<file path="src/rtl/dma_chan_pkg.sv">
package dma_chan_pkg;
  localparam logic [2:0] OFS_SRC     = 3'd0;
  localparam logic [2:0] OFS_SRC_CTL = 3'd1;
  localparam logic [2:0] OFS_DST     = 3'd2;
  localparam logic [2:0] OFS_DST_CTL = 3'd3;
  localparam logic [2:0] OFS_CTRL    = 3'd4;
  localparam logic [2:0] OFS_MASK    = 3'd5;
  localparam logic [2:0] OFS_CNT     = 3'd6;

  localparam int B_IRQ_EN  = 29;
  localparam int B_SEL_LO  = 24;
  localparam int B_HW_SRC  = 23;
  localparam int B_NO_RLD  = 22;
  localparam int B_SIZE_LO = 20;

  localparam int M_STOP = 2;
  localparam int M_ON   = 1;
  localparam int M_TRIG = 0;

  typedef enum logic [1:0] {ST_IDLE, ST_RD, ST_WR} xfer_st_e;

  function automatic logic [3:0] unit_bytes(input logic [1:0] sz);
    case (sz)
      2'd0:    return 4'd1;
      2'd1:    return 4'd2;
      default: return 4'd4;
    endcase
  endfunction
endpackage

</file>
<file path="src/rtl/dma_chan_regs.sv">
module dma_chan_regs
  import dma_chan_pkg::*;
#(
  parameter int ADDR_W = 32,
  parameter int CNT_W  = 20
) (
  input  logic              clk_i,
  input  logic              rst_ni,
  input  logic              cfg_we_i,
  input  logic [2:0]        cfg_addr_i,
  input  logic [31:0]       cfg_wdata_i,
  output logic [31:0]       cfg_rdata_o,
  input  logic              unit_done_i,
  output logic [ADDR_W-1:0] src_addr_o,
  output logic [ADDR_W-1:0] dst_addr_o,
  output logic [31:0]       ctrl_o,
  output logic [CNT_W-1:0]  cnt_o,
  output logic              ch_on_o,
  output logic              sw_trig_o,
  output logic              tc_irq_o
);
  logic [ADDR_W-1:0] src_base_q, src_cur_q, dst_base_q, dst_cur_q;
  logic [1:0]        src_ctl_q, dst_ctl_q;
  logic [31:0]       ctrl_q;
  logic [CNT_W-1:0]  cnt_q;
  logic              on_q, irq_q;
  logic              last_unit;
  logic [ADDR_W-1:0] step;

  assign last_unit = unit_done_i && (cnt_q == CNT_W'(1));
  assign step      = ADDR_W'(unit_bytes(ctrl_q[B_SIZE_LO+:2]));

  always_ff @(posedge clk_i or negedge rst_ni) begin
    if (!rst_ni) begin
      src_base_q <= '0; src_cur_q <= '0; dst_base_q <= '0; dst_cur_q <= '0;
      src_ctl_q  <= '0; dst_ctl_q <= '0; ctrl_q <= '0; cnt_q <= '0;
      on_q       <= 1'b0; irq_q <= 1'b0;
    end else begin
      irq_q <= last_unit && ctrl_q[B_IRQ_EN];
      if (unit_done_i) begin
        if (last_unit && !ctrl_q[B_NO_RLD]) begin
          cnt_q     <= ctrl_q[CNT_W-1:0];
          src_cur_q <= src_base_q;
          dst_cur_q <= dst_base_q;
        end else begin
          cnt_q <= cnt_q - CNT_W'(1);
          if (!src_ctl_q[0]) src_cur_q <= src_cur_q + step;
          if (!dst_ctl_q[0]) dst_cur_q <= dst_cur_q + step;
          if (last_unit) on_q <= 1'b0;
        end
      end
      // register writes take priority over same-cycle unit updates
      if (cfg_we_i) begin
        case (cfg_addr_i)
          OFS_SRC:     begin src_base_q <= ADDR_W'(cfg_wdata_i); src_cur_q <= ADDR_W'(cfg_wdata_i); end
          OFS_SRC_CTL: src_ctl_q <= cfg_wdata_i[1:0];
          OFS_DST:     begin dst_base_q <= ADDR_W'(cfg_wdata_i); dst_cur_q <= ADDR_W'(cfg_wdata_i); end
          OFS_DST_CTL: dst_ctl_q <= cfg_wdata_i[1:0];
          OFS_CTRL:    begin ctrl_q <= cfg_wdata_i; cnt_q <= cfg_wdata_i[CNT_W-1:0]; end
          OFS_MASK:    on_q <= cfg_wdata_i[M_ON] & ~cfg_wdata_i[M_STOP];
          default: ;
        endcase
      end
    end
  end

  always_comb begin
    case (cfg_addr_i)
      OFS_SRC:     cfg_rdata_o = 32'(src_cur_q);
      OFS_SRC_CTL: cfg_rdata_o = {30'd0, src_ctl_q};
      OFS_DST:     cfg_rdata_o = 32'(dst_cur_q);
      OFS_DST_CTL: cfg_rdata_o = {30'd0, dst_ctl_q};
      OFS_CTRL:    cfg_rdata_o = ctrl_q;
      OFS_MASK:    cfg_rdata_o = {30'd0, on_q, 1'b0};
      OFS_CNT:     cfg_rdata_o = 32'(cnt_q);
      default:     cfg_rdata_o = '0;
    endcase
  end

  assign src_addr_o = src_cur_q;
  assign dst_addr_o = dst_cur_q;
  assign ctrl_o     = ctrl_q;
  assign cnt_o      = cnt_q;
  assign ch_on_o    = on_q;
  assign tc_irq_o   = irq_q;
  assign sw_trig_o  = cfg_we_i && (cfg_addr_i == OFS_MASK) && cfg_wdata_i[M_TRIG];

  assert_cnt_dec_R5: assert property (@(posedge clk_i) disable iff (!rst_ni)
    (unit_done_i && cnt_q > CNT_W'(1) && !cfg_we_i) |=> (cnt_q == $past(cnt_q) - CNT_W'(1)));
  assert_off_at_tc_R7: assert property (@(posedge clk_i) disable iff (!rst_ni)
    (last_unit && ctrl_q[B_NO_RLD] && !cfg_we_i) |=> !on_q);
  assert_irq_pulse_R7: assert property (@(posedge clk_i) disable iff (!rst_ni)
    irq_q |=> !irq_q);
  assert_stay_on_R8: assert property (@(posedge clk_i) disable iff (!rst_ni)
    (last_unit && !ctrl_q[B_NO_RLD] && on_q && !cfg_we_i) |=> (on_q && cnt_q == ctrl_q[CNT_W-1:0]));
endmodule

</file>
<file path="src/rtl/dma_chan_req.sv">
module dma_chan_req #(
  parameter int NUM_REQ = 8
) (
  input  logic               clk_i,
  input  logic               rst_ni,
  input  logic [NUM_REQ-1:0] hw_req_i,
  input  logic [2:0]         sel_i,
  input  logic               hw_mode_i,
  input  logic               sw_trig_i,
  input  logic               ch_on_i,
  input  logic               cnt_nz_i,
  input  logic               busy_i,
  output logic               start_o
);
  logic hw_hit, hit, pend_q;

  always_comb begin
    hw_hit = 1'b0;
    for (int i = 0; i < NUM_REQ; i++)
      if (sel_i == 3'(i)) hw_hit = hw_req_i[i];
  end

  assign hit     = hw_mode_i ? hw_hit : sw_trig_i;
  assign start_o = pend_q && !busy_i && ch_on_i && cnt_nz_i;

  // one-deep hold: a new hit on the start cycle keeps the flag set
  always_ff @(posedge clk_i or negedge rst_ni) begin
    if (!rst_ni)      pend_q <= 1'b0;
    else if (!ch_on_i) pend_q <= 1'b0;
    else if (hit)      pend_q <= 1'b1;
    else if (start_o)  pend_q <= 1'b0;
  end

  assert_req_held_R6: assert property (@(posedge clk_i) disable iff (!rst_ni)
    (hit && ch_on_i) |=> pend_q);
  assert_off_drops_R9: assert property (@(posedge clk_i) disable iff (!rst_ni)
    !ch_on_i |=> !pend_q);
endmodule

</file>
<file path="src/rtl/dma_chan_xfer.sv">
module dma_chan_xfer
  import dma_chan_pkg::*;
#(
  parameter int ADDR_W = 32,
  parameter int DATA_W = 32
) (
  input  logic              clk_i,
  input  logic              rst_ni,
  input  logic              start_i,
  input  logic [ADDR_W-1:0] src_addr_i,
  input  logic [ADDR_W-1:0] dst_addr_i,
  output logic              rd_valid_o,
  output logic [ADDR_W-1:0] rd_addr_o,
  input  logic              rd_ready_i,
  input  logic [DATA_W-1:0] rd_data_i,
  output logic              wr_valid_o,
  output logic [ADDR_W-1:0] wr_addr_o,
  output logic [DATA_W-1:0] wr_data_o,
  input  logic              wr_ready_i,
  output logic              busy_o,
  output logic              unit_done_o
);
  xfer_st_e          st_q;
  logic [ADDR_W-1:0] rd_a_q, wr_a_q;
  logic [DATA_W-1:0] data_q;

  always_ff @(posedge clk_i or negedge rst_ni) begin
    if (!rst_ni) begin
      st_q <= ST_IDLE; rd_a_q <= '0; wr_a_q <= '0; data_q <= '0;
    end else begin
      case (st_q)
        ST_IDLE: if (start_i) begin
          st_q <= ST_RD; rd_a_q <= src_addr_i; wr_a_q <= dst_addr_i;
        end
        ST_RD: if (rd_ready_i) begin
          st_q <= ST_WR; data_q <= rd_data_i;
        end
        ST_WR: if (wr_ready_i) st_q <= ST_IDLE;
        default: st_q <= ST_IDLE;
      endcase
    end
  end

  assign rd_valid_o  = (st_q == ST_RD);
  assign wr_valid_o  = (st_q == ST_WR);
  assign rd_addr_o   = rd_a_q;
  assign wr_addr_o   = wr_a_q;
  assign wr_data_o   = data_q;
  assign busy_o      = (st_q != ST_IDLE);
  assign unit_done_o = (st_q == ST_WR) && wr_ready_i;

  assert_rd_hold_R3: assert property (@(posedge clk_i) disable iff (!rst_ni)
    (rd_valid_o && !rd_ready_i) |=> (rd_valid_o && $stable(rd_addr_o)));
  assert_wr_hold_R3: assert property (@(posedge clk_i) disable iff (!rst_ni)
    (wr_valid_o && !wr_ready_i) |=> (wr_valid_o && $stable(wr_addr_o) && $stable(wr_data_o)));
  assert_rd_then_wr_R3: assert property (@(posedge clk_i) disable iff (!rst_ni)
    (rd_valid_o && rd_ready_i) |=> (wr_valid_o && wr_data_o == $past(rd_data_i)));
endmodule

</file>
<file path="src/rtl/hw_dma_channel.sv">
module hw_dma_channel
  import dma_chan_pkg::*;
#(
  parameter int ADDR_W  = 32,
  parameter int DATA_W  = 32,
  parameter int CNT_W   = 20,
  parameter int NUM_REQ = 8
) (
  input  logic               clk_i,
  input  logic               rst_ni,
  input  logic               cfg_we_i,
  input  logic [2:0]         cfg_addr_i,
  input  logic [31:0]        cfg_wdata_i,
  output logic [31:0]        cfg_rdata_o,
  input  logic [NUM_REQ-1:0] hw_req_i,
  output logic               rd_valid_o,
  output logic [ADDR_W-1:0]  rd_addr_o,
  input  logic               rd_ready_i,
  input  logic [DATA_W-1:0]  rd_data_i,
  output logic               wr_valid_o,
  output logic [ADDR_W-1:0]  wr_addr_o,
  output logic [DATA_W-1:0]  wr_data_o,
  input  logic               wr_ready_i,
  output logic [1:0]         unit_size_o,
  output logic               tc_irq_o
);
  logic [ADDR_W-1:0] src_addr, dst_addr;
  logic [31:0]       ctrl;
  logic [CNT_W-1:0]  cnt;
  logic              ch_on, sw_trig, start, busy, unit_done;

  dma_chan_regs #(.ADDR_W(ADDR_W), .CNT_W(CNT_W)) u_regs (
    .clk_i, .rst_ni, .cfg_we_i, .cfg_addr_i, .cfg_wdata_i, .cfg_rdata_o,
    .unit_done_i(unit_done), .src_addr_o(src_addr), .dst_addr_o(dst_addr),
    .ctrl_o(ctrl), .cnt_o(cnt), .ch_on_o(ch_on), .sw_trig_o(sw_trig), .tc_irq_o
  );

  dma_chan_req #(.NUM_REQ(NUM_REQ)) u_req (
    .clk_i, .rst_ni, .hw_req_i, .sel_i(ctrl[B_SEL_LO+:3]), .hw_mode_i(ctrl[B_HW_SRC]),
    .sw_trig_i(sw_trig), .ch_on_i(ch_on), .cnt_nz_i(|cnt), .busy_i(busy), .start_o(start)
  );

  dma_chan_xfer #(.ADDR_W(ADDR_W), .DATA_W(DATA_W)) u_xfer (
    .clk_i, .rst_ni, .start_i(start), .src_addr_i(src_addr), .dst_addr_i(dst_addr),
    .rd_valid_o, .rd_addr_o, .rd_ready_i, .rd_data_i,
    .wr_valid_o, .wr_addr_o, .wr_data_o, .wr_ready_i,
    .busy_o(busy), .unit_done_o(unit_done)
  );

  assign unit_size_o = ctrl[B_SIZE_LO+:2];

  assert_start_idle_R6: assert property (@(posedge clk_i) disable iff (!rst_ni)
    start |-> (!rd_valid_o && !wr_valid_o));
  assert_start_rd_R2: assert property (@(posedge clk_i) disable iff (!rst_ni)
    start |=> (rd_valid_o && rd_addr_o == $past(src_addr)));
endmodule

</file>
<file path="config.mk">
export PLATFORM = sky130hd
export DESIGN_NAME = hw_dma_channel
export DESIGN_NICKNAME = d
export VERILOG_FILES = /design/src/rtl/dma_chan_pkg.sv /design/src/rtl/dma_chan_regs.sv /design/src/rtl/dma_chan_req.sv /design/src/rtl/dma_chan_xfer.sv /design/src/rtl/hw_dma_channel.sv
export SDC_FILE = /design/constraint.sdc
export NUM_CORES = 1
export LEC_CHECK = 0
export BUFFER_PORTS_ARGS = -buffer_cell sky130_fd_sc_hd__buf_2
export CELL_PAD_IN_SITES_DETAIL_PLACEMENT = 0
export CELL_PAD_IN_SITES_GLOBAL_PLACEMENT = 1
export CORE_MARGIN = 3
export CORE_UTILIZATION = 44
export DETAILED_ROUTE_END_ITERATION = 7
export PLACE_DENSITY_LB_ADDON = 0.1
export RECOVER_POWER = 50
export SKIP_LAST_GASP = 1
export SLEW_MARGIN = 15
export SYNTH_ARGS = -nofsm -noshare
export SYNTH_HDL_FRONTEND = slang
export SYNTH_HIERARCHICAL = 1
export SYNTH_SLANG_ARGS = --single-unit
</file>
<file path="constraint.sdc">
create_clock -name clk_i -period 3.26 [get_ports clk_i]
set_input_delay 0.163 -clock clk_i [delete_from_list [all_inputs] [get_ports clk_i]]
set_output_delay 0.163 -clock clk_i [all_outputs]
set_load 0.1 [all_outputs]
</file>
Word-level counts from Yosys, hierarchy flattened
Cells that the tools add are included. W data, S select, Z words.

Bitwise gates (word level): 2. Equal/unequal tests: 21. Muxes and demuxes: 37. Reductions and logical operators: 25. Add/subtract/negate cells: 3.

Operators with widths (count): $mux W32 (10); $pmux W32 S7 (1); $mux W20 (4); $add A32 B3 Y32 (2); $eq A3 B3 Y1 const B (7); $eq A20 B1 Y1 const B (1); $reduce_or A20 Y1 (1); $sub A20 B1 Y20 const B (1); $mux W1 (17); $reduce_and A2 Y1 (7); $eq A3 B2 Y1 const B (4); $logic_and A1 B1 Y1 (9); $eq A3 B1 Y1 const B (2); $logic_not A3 Y1 (2); $mux W2 (3); $pmux W2 S3 (1); $pmux W3 S2 (1); $eq A2 B1 Y1 const B (2); $logic_not A2 Y1 (2); $ne A2 B1 Y1 const B (2); $ne A3 B2 Y1 const B (1); $reduce_and A3 Y1 (1); $eq A2 B2 Y1 const B (1); $logic_not A1 Y1 (2); 4 further kinds (4).

Bits in registers: 285. Bits of input ports: 80. Output and inout port bits: 133.

Logic depth before layout (Yosys ltp)
Word-level depth: 12. Mapped depth: 13. Depth with buffers taken out: 9.

Modules after synthesis
Netlist, hierarchy kept.

Modules (own cells, without submodules): dma_chan_regs (cells an instance 1307, sequential area each 4654.5 sq um, instances 1, area an instance 10712.8 sq um); dma_chan_xfer (cells an instance 214, sequential area each 2452.4 sq um, instances 1, area an instance 3783.6 sq um); dma_chan_req (cells an instance 15, sequential area each 25.0 sq um, instances 1, area an instance 141.4 sq um); hw_dma_channel (cells an instance 7, sequential area each 0.0 sq um, instances 1, area an instance 42.5 sq um).

Least setup slack after synthesis
OpenSTA, ideal clock, no wires.

Kind: reg2reg. Start point: register u_regs.ctrl_q[21] (netlist: u_regs/ctrl_o[21]). End point: register u_regs.src_cur_q[16] (netlist: u_regs/src_addr_o[16]). Slack: -0.082 ns. Setup time: 0.120 ns. Required time: 3.140 ns. Cell stages (with the launch flop): 13. Path buffers: 3. Data arrival time: 3.222 ns. Period minus slack after synthesis: 3.342 ns. Path through: dfrtp_1 clkbuf_1 buf_2 nand2b_1 xnor2_1 ha_1 a21oi_1 or2_2 clkbuf_1 or2_2 nor3b_1 o21ai_0 a31o_2.

Cells in the longest elaborated chain, start to end: 8. Elaborated cells between the ends (all ways): 9.

RTL lines: from (decl) (RTL line dma_chan_regs.sv:24) `logic [31:0] ctrl_q;`; from (signal assigned) (RTL line dma_chan_regs.sv:59) `OFS_CTRL: begin ctrl_q <= cfg_wdata_i; cnt_q <= cfg_wdata_i[CNT_W-1:0]; end`; $eq A2 B1 Y1 or $logic_not A2 Y1 (tied branches) (RTL line dma_chan_pkg.sv:23) `case (sz)`; $pmux W3 S2 * (RTL line dma_chan_pkg.sv:23); $add A32 B3 Y32 * (RTL line dma_chan_regs.sv:47) `if (!src_ctl_q[0]) src_cur_q <= src_cur_q + step;`; $mux W32 * (RTL line dma_chan_regs.sv:47); $mux W32 * (RTL line dma_chan_regs.sv:41) `if (last_unit && !ctrl_q[B_NO_RLD]) begin`; $mux W32 * (RTL line dma_chan_regs.sv:40) `if (unit_done_i) begin`; $mux W32 (RTL line dma_chan_regs.sv:54) `case (cfg_addr_i)`; $mux W32 * (RTL line dma_chan_regs.sv:53) `if (cfg_we_i) begin`; to (signal assigned) (RTL line dma_chan_regs.sv:43) `src_cur_q <= src_base_q;`; to (signal assigned) (RTL line dma_chan_regs.sv:47); to (signal assigned) (RTL line dma_chan_regs.sv:55) `OFS_SRC: begin src_base_q <= ADDR_W'(cfg_wdata_i); src_cur_q <= ADDR_W'(cfg_wdata_i); end`; to (decl) (RTL line dma_chan_regs.sv:22) `logic [ADDR_W-1:0] src_base_q, src_cur_q, dst_base_q, dst_cur_q;`.

Every way passes the cells marked *; elsewhere a longest branch is shown, timed or not. A chain may end at the register's enable or synchronous reset.

Worst setup path in the final report
Start point: register u_regs.ctrl_q[20] (netlist: u_regs/ctrl_o[20]). End point: register u_regs.dst_cur_q[28] (netlist: u_regs/dst_addr_o[28]).

Cells in the longest elaborated chain, start to end: 8. Elaborated cells between the ends (all ways): 9.

RTL lines: $eq A2 B1 Y1 or $logic_not A2 Y1 (tied branches) (RTL line dma_chan_pkg.sv:23); $pmux W3 S2 * (RTL line dma_chan_pkg.sv:23); $add A32 B3 Y32 * (RTL line dma_chan_regs.sv:48) `if (!dst_ctl_q[0]) dst_cur_q <= dst_cur_q + step;`; $mux W32 * (RTL line dma_chan_regs.sv:48); $mux W32 * (RTL line dma_chan_regs.sv:41); $mux W32 * (RTL line dma_chan_regs.sv:40); $mux W32 (RTL line dma_chan_regs.sv:54); $mux W32 * (RTL line dma_chan_regs.sv:53); to (signal assigned) (RTL line dma_chan_regs.sv:44) `dst_cur_q <= dst_base_q;`; to (signal assigned) (RTL line dma_chan_regs.sv:48); to (signal assigned) (RTL line dma_chan_regs.sv:57) `OFS_DST: begin dst_base_q <= ADDR_W'(cfg_wdata_i); dst_cur_q <= ADDR_W'(cfg_wdata_i); end`; to (decl) (RTL line dma_chan_regs.sv:22).

Marked as above.

==> metrics.cfg <==
[status]
status = complete, but fails checks
violations = max-capacitance violations, max-slew violations

[placement]
portBuffers = 212
place_ws_ns = 0.2097
routabilityCongestion = 0.8581
hpwl_um = 34500

[synthesis]
ys_warn_count = 6
synthTopCellsByArea = dfrtp_1 49%, nand2_1 8.3%, mux2_2 7.4%
synth-seq-cells = 285
synth_edf_count = 0
synthArstFlopShare_pct = 100.0
syn_nets = 1629
synth.most_common_cell = nand2_1
synthFlopType = dfrtp_1
netlist_area_um2 = 14680
netlist-cell-type-count = 82
synthTopCellsByCount = 326 x nand2_1, 285 x dfrtp_1, 100 x nor2_1
yosys.area.top_type = dfrtp_1
synth_top_area_share_pct = 48.58
syn-mean-instance-area_um2 = 9.514
yosysSeqAreaShare_pct = 48.58
synth_cells = 1543

[route]
drt_iter0_drc = 1245
vias_per_cell = 5.867
wl_per_cell_um = 22.10
wl_um = 50220
dr_total_vias = 13330
drc_errors = 0
first_pass_iters = 6
ant_nets = 0

[worst_setup_path]
crit_required_ns = 3.65
cp.arrival_ns = 3.55
critPathLaunch = u_regs/ctrl_o[20]
crit_path_end_kind = flip-flop
rrSetupSlack_ns = 0.1
critPathMaxFanout = 10
reg2reg_from = u_regs/ctrl_o[20]
cp-start-kind = flip-flop
path_class = flip-flop to flip-flop
ff2ff_path_depth = 9

[clock_network]
numClockSinks = 285
cts_max_path_buffers = 3
cts_inserted_buffers = 35
cts_resized = 0
root_buffer = clkbuf_16
clkTransAtPathRegs_ns = 0.06
clock_latency_ns = 0.52
cts_tree = done
htree_levels = 2

[finish]
n_antenna_cell = 0
fin_util_pct = 55.68
final_nets = 1891
area_growth_pct = 24.03
drive_gt1_share_pct = 21.91

[timing]
maxSlewViolCount = 87
hold_viol_final = 0
report.final.setup_viol = 0
timing.fmax_mhz = 316.0
fin_skew_ns = 0.01855
fin_crit_ns = 3.164
grt_setup_unrepaired = false
hold_ws_ns = 0.1515
relSlewSlack_pct = -6.611
period_share_pct = 97.06
setup_ws_ns = 0.09585
setup_tns_ns = 0
worst_pin_slew_ns = 1.599

[power_and_ir_drop]
p_per_area_nw_per_um2 = 859.6
power_leakage_nw = 8.505
vdd_drop_max_mv = 0.8173

[job]
drv.max_cap_violation_count = 2

[global_routing]
grt_antenna_before_repair = 0
grt_pass1_vias = 12980
overflow = 0
grt_use_total_pct = 27.84
grt_max_degree = 94
grt_first_pass_wirelength_um = 78000

[floorplan]
die_x_um = 188.7
ios = 213
std_cell_rows = 66
die_y_um = 188.7
die_area_um2 = 35590
fp.coreArea_um2 = 32700
initial_utilization_pct = 44.89

[min_path]
hold_depth = 3
min_from = cfg_we_i
hp-class = input pin to flip-flop

## placed cells by master, fill, tap and decap left out, types with 16 or more instances in the layout
| cell type | instances |
|---|---|
| dlygate4sd3_1 | 67 |
| buf_12 | 21 |
| inv_1 | 19 |
| o21ai_0 | 93 |
| mux2i_1 | 22 |
| buf_2 | 140 |
| clkbuf_1 | 61 |
| a21oi_1 | 64 |
| dfrtp_1 | 284 |
| nand3_1 | 37 |
| nand2_1 | 325 |
| mux2_2 | 95 |
| a22o_1 | 25 |
| buf_4 | 47 |
| nor2_1 | 99 |
| and3_1 | 23 |
| clkbuf_16 | 35 |
| nor3_1 | 39 |
| nand4_1 | 16 |
| o31ai_1 | 19 |
| a221o_1 | 26 |
## kinds of logic after synthesis
logic type / Yosys count / share of synthesized area [%]
AND/OR/NAND/NOR: 632 / 19.73
AO/OA/AOI/OAI: 357 / 16.71
flip-flops: 285 / 48.58
buffers and inverters: 130 / 4.279
multiplexers: 125 / 9.708
XOR/XNOR: 7 / 0.4176
adder cells (fa/ha/maj): 7 / 0.5796
## worst max-delay path, cell delays in order (launching register included)
cell and delay, ns:
dfrtp_1 0.53, nor2_1 0.21, ha_1 0.25, ha_1 0.21, a21oi_1 0.10, nor3_1 0.61
nand3_1 0.47, nor2_1 0.38, and4_1 0.23, a21oi_1 0.04
## registers in the layout, indices dropped and copies added (netlist names), 20 cells and up
register	count
u_xfer/wr_addr_o	32
u_regs/dst_base_q	32
u_regs/src_base_q	32
u_regs/cnt_o	20
u_regs/dst_addr_o	32
u_regs/src_addr_o	32
u_regs/ctrl_o	32
u_xfer/rd_addr_o	32
u_xfer/wr_data_o	32
## final timing paths
kind                                    endpoint
max reg2reg                u_regs/dst_addr_o[28]
max in group asynchronous    u_xfer/wr_data_o[5]
min                               u_regs/ch_on_o
min in group asynchronous    u_xfer/wr_addr_o[3]
max                        u_regs/dst_addr_o[28]
min reg2reg                u_regs/dst_base_q[16]
## layer usage
metal,up-vias,part of all wire (%),GRT usage [%],wire (um)
met5,-,0,0,0
met4,0,2.6,7.935,1320
met1,6644,46,41.54,23090
li1,6086,-,-,-
met3,77,7.4,4.800,3712
met2,523,44,41.82,22100
## per-stage QoR
stage	total power [mW]	cells	instance area [um^2]
4_1_cts	15.80	2270	18300
3_5_place_dp	11.90	2141	16520
6_report	15.65	2272	18210
2_1_floorplan	10.35	1543	14690
5_1_grt	16.30	2272	18210
3_3_place_gp	11.83	2141	16520
## where the power goes
part           switching [mW]  internal, mW
Clock                    1.53          2.25
Sequential              0.787          4.40
Combinational            5.17          1.51
## layout make-up
cell class	instances	area (um^2)
clock buffers	46	967.2
clock inverters	16	143.9
fillers	3013	14490
inverters	20	78.83
multi-input cells	1128	6954
flip-flops and latches	285	7133
well taps	442	553.0
repair buffers	335	2379
## what timing repair did
action	in CTS	in global routing
buffers inserted	0	2
endpoints found under the setup margin	0	3
hold buffers	67	0
endpoints found under the hold margin	245	0
No activity file was read; power rests on OpenSTA's default activity.
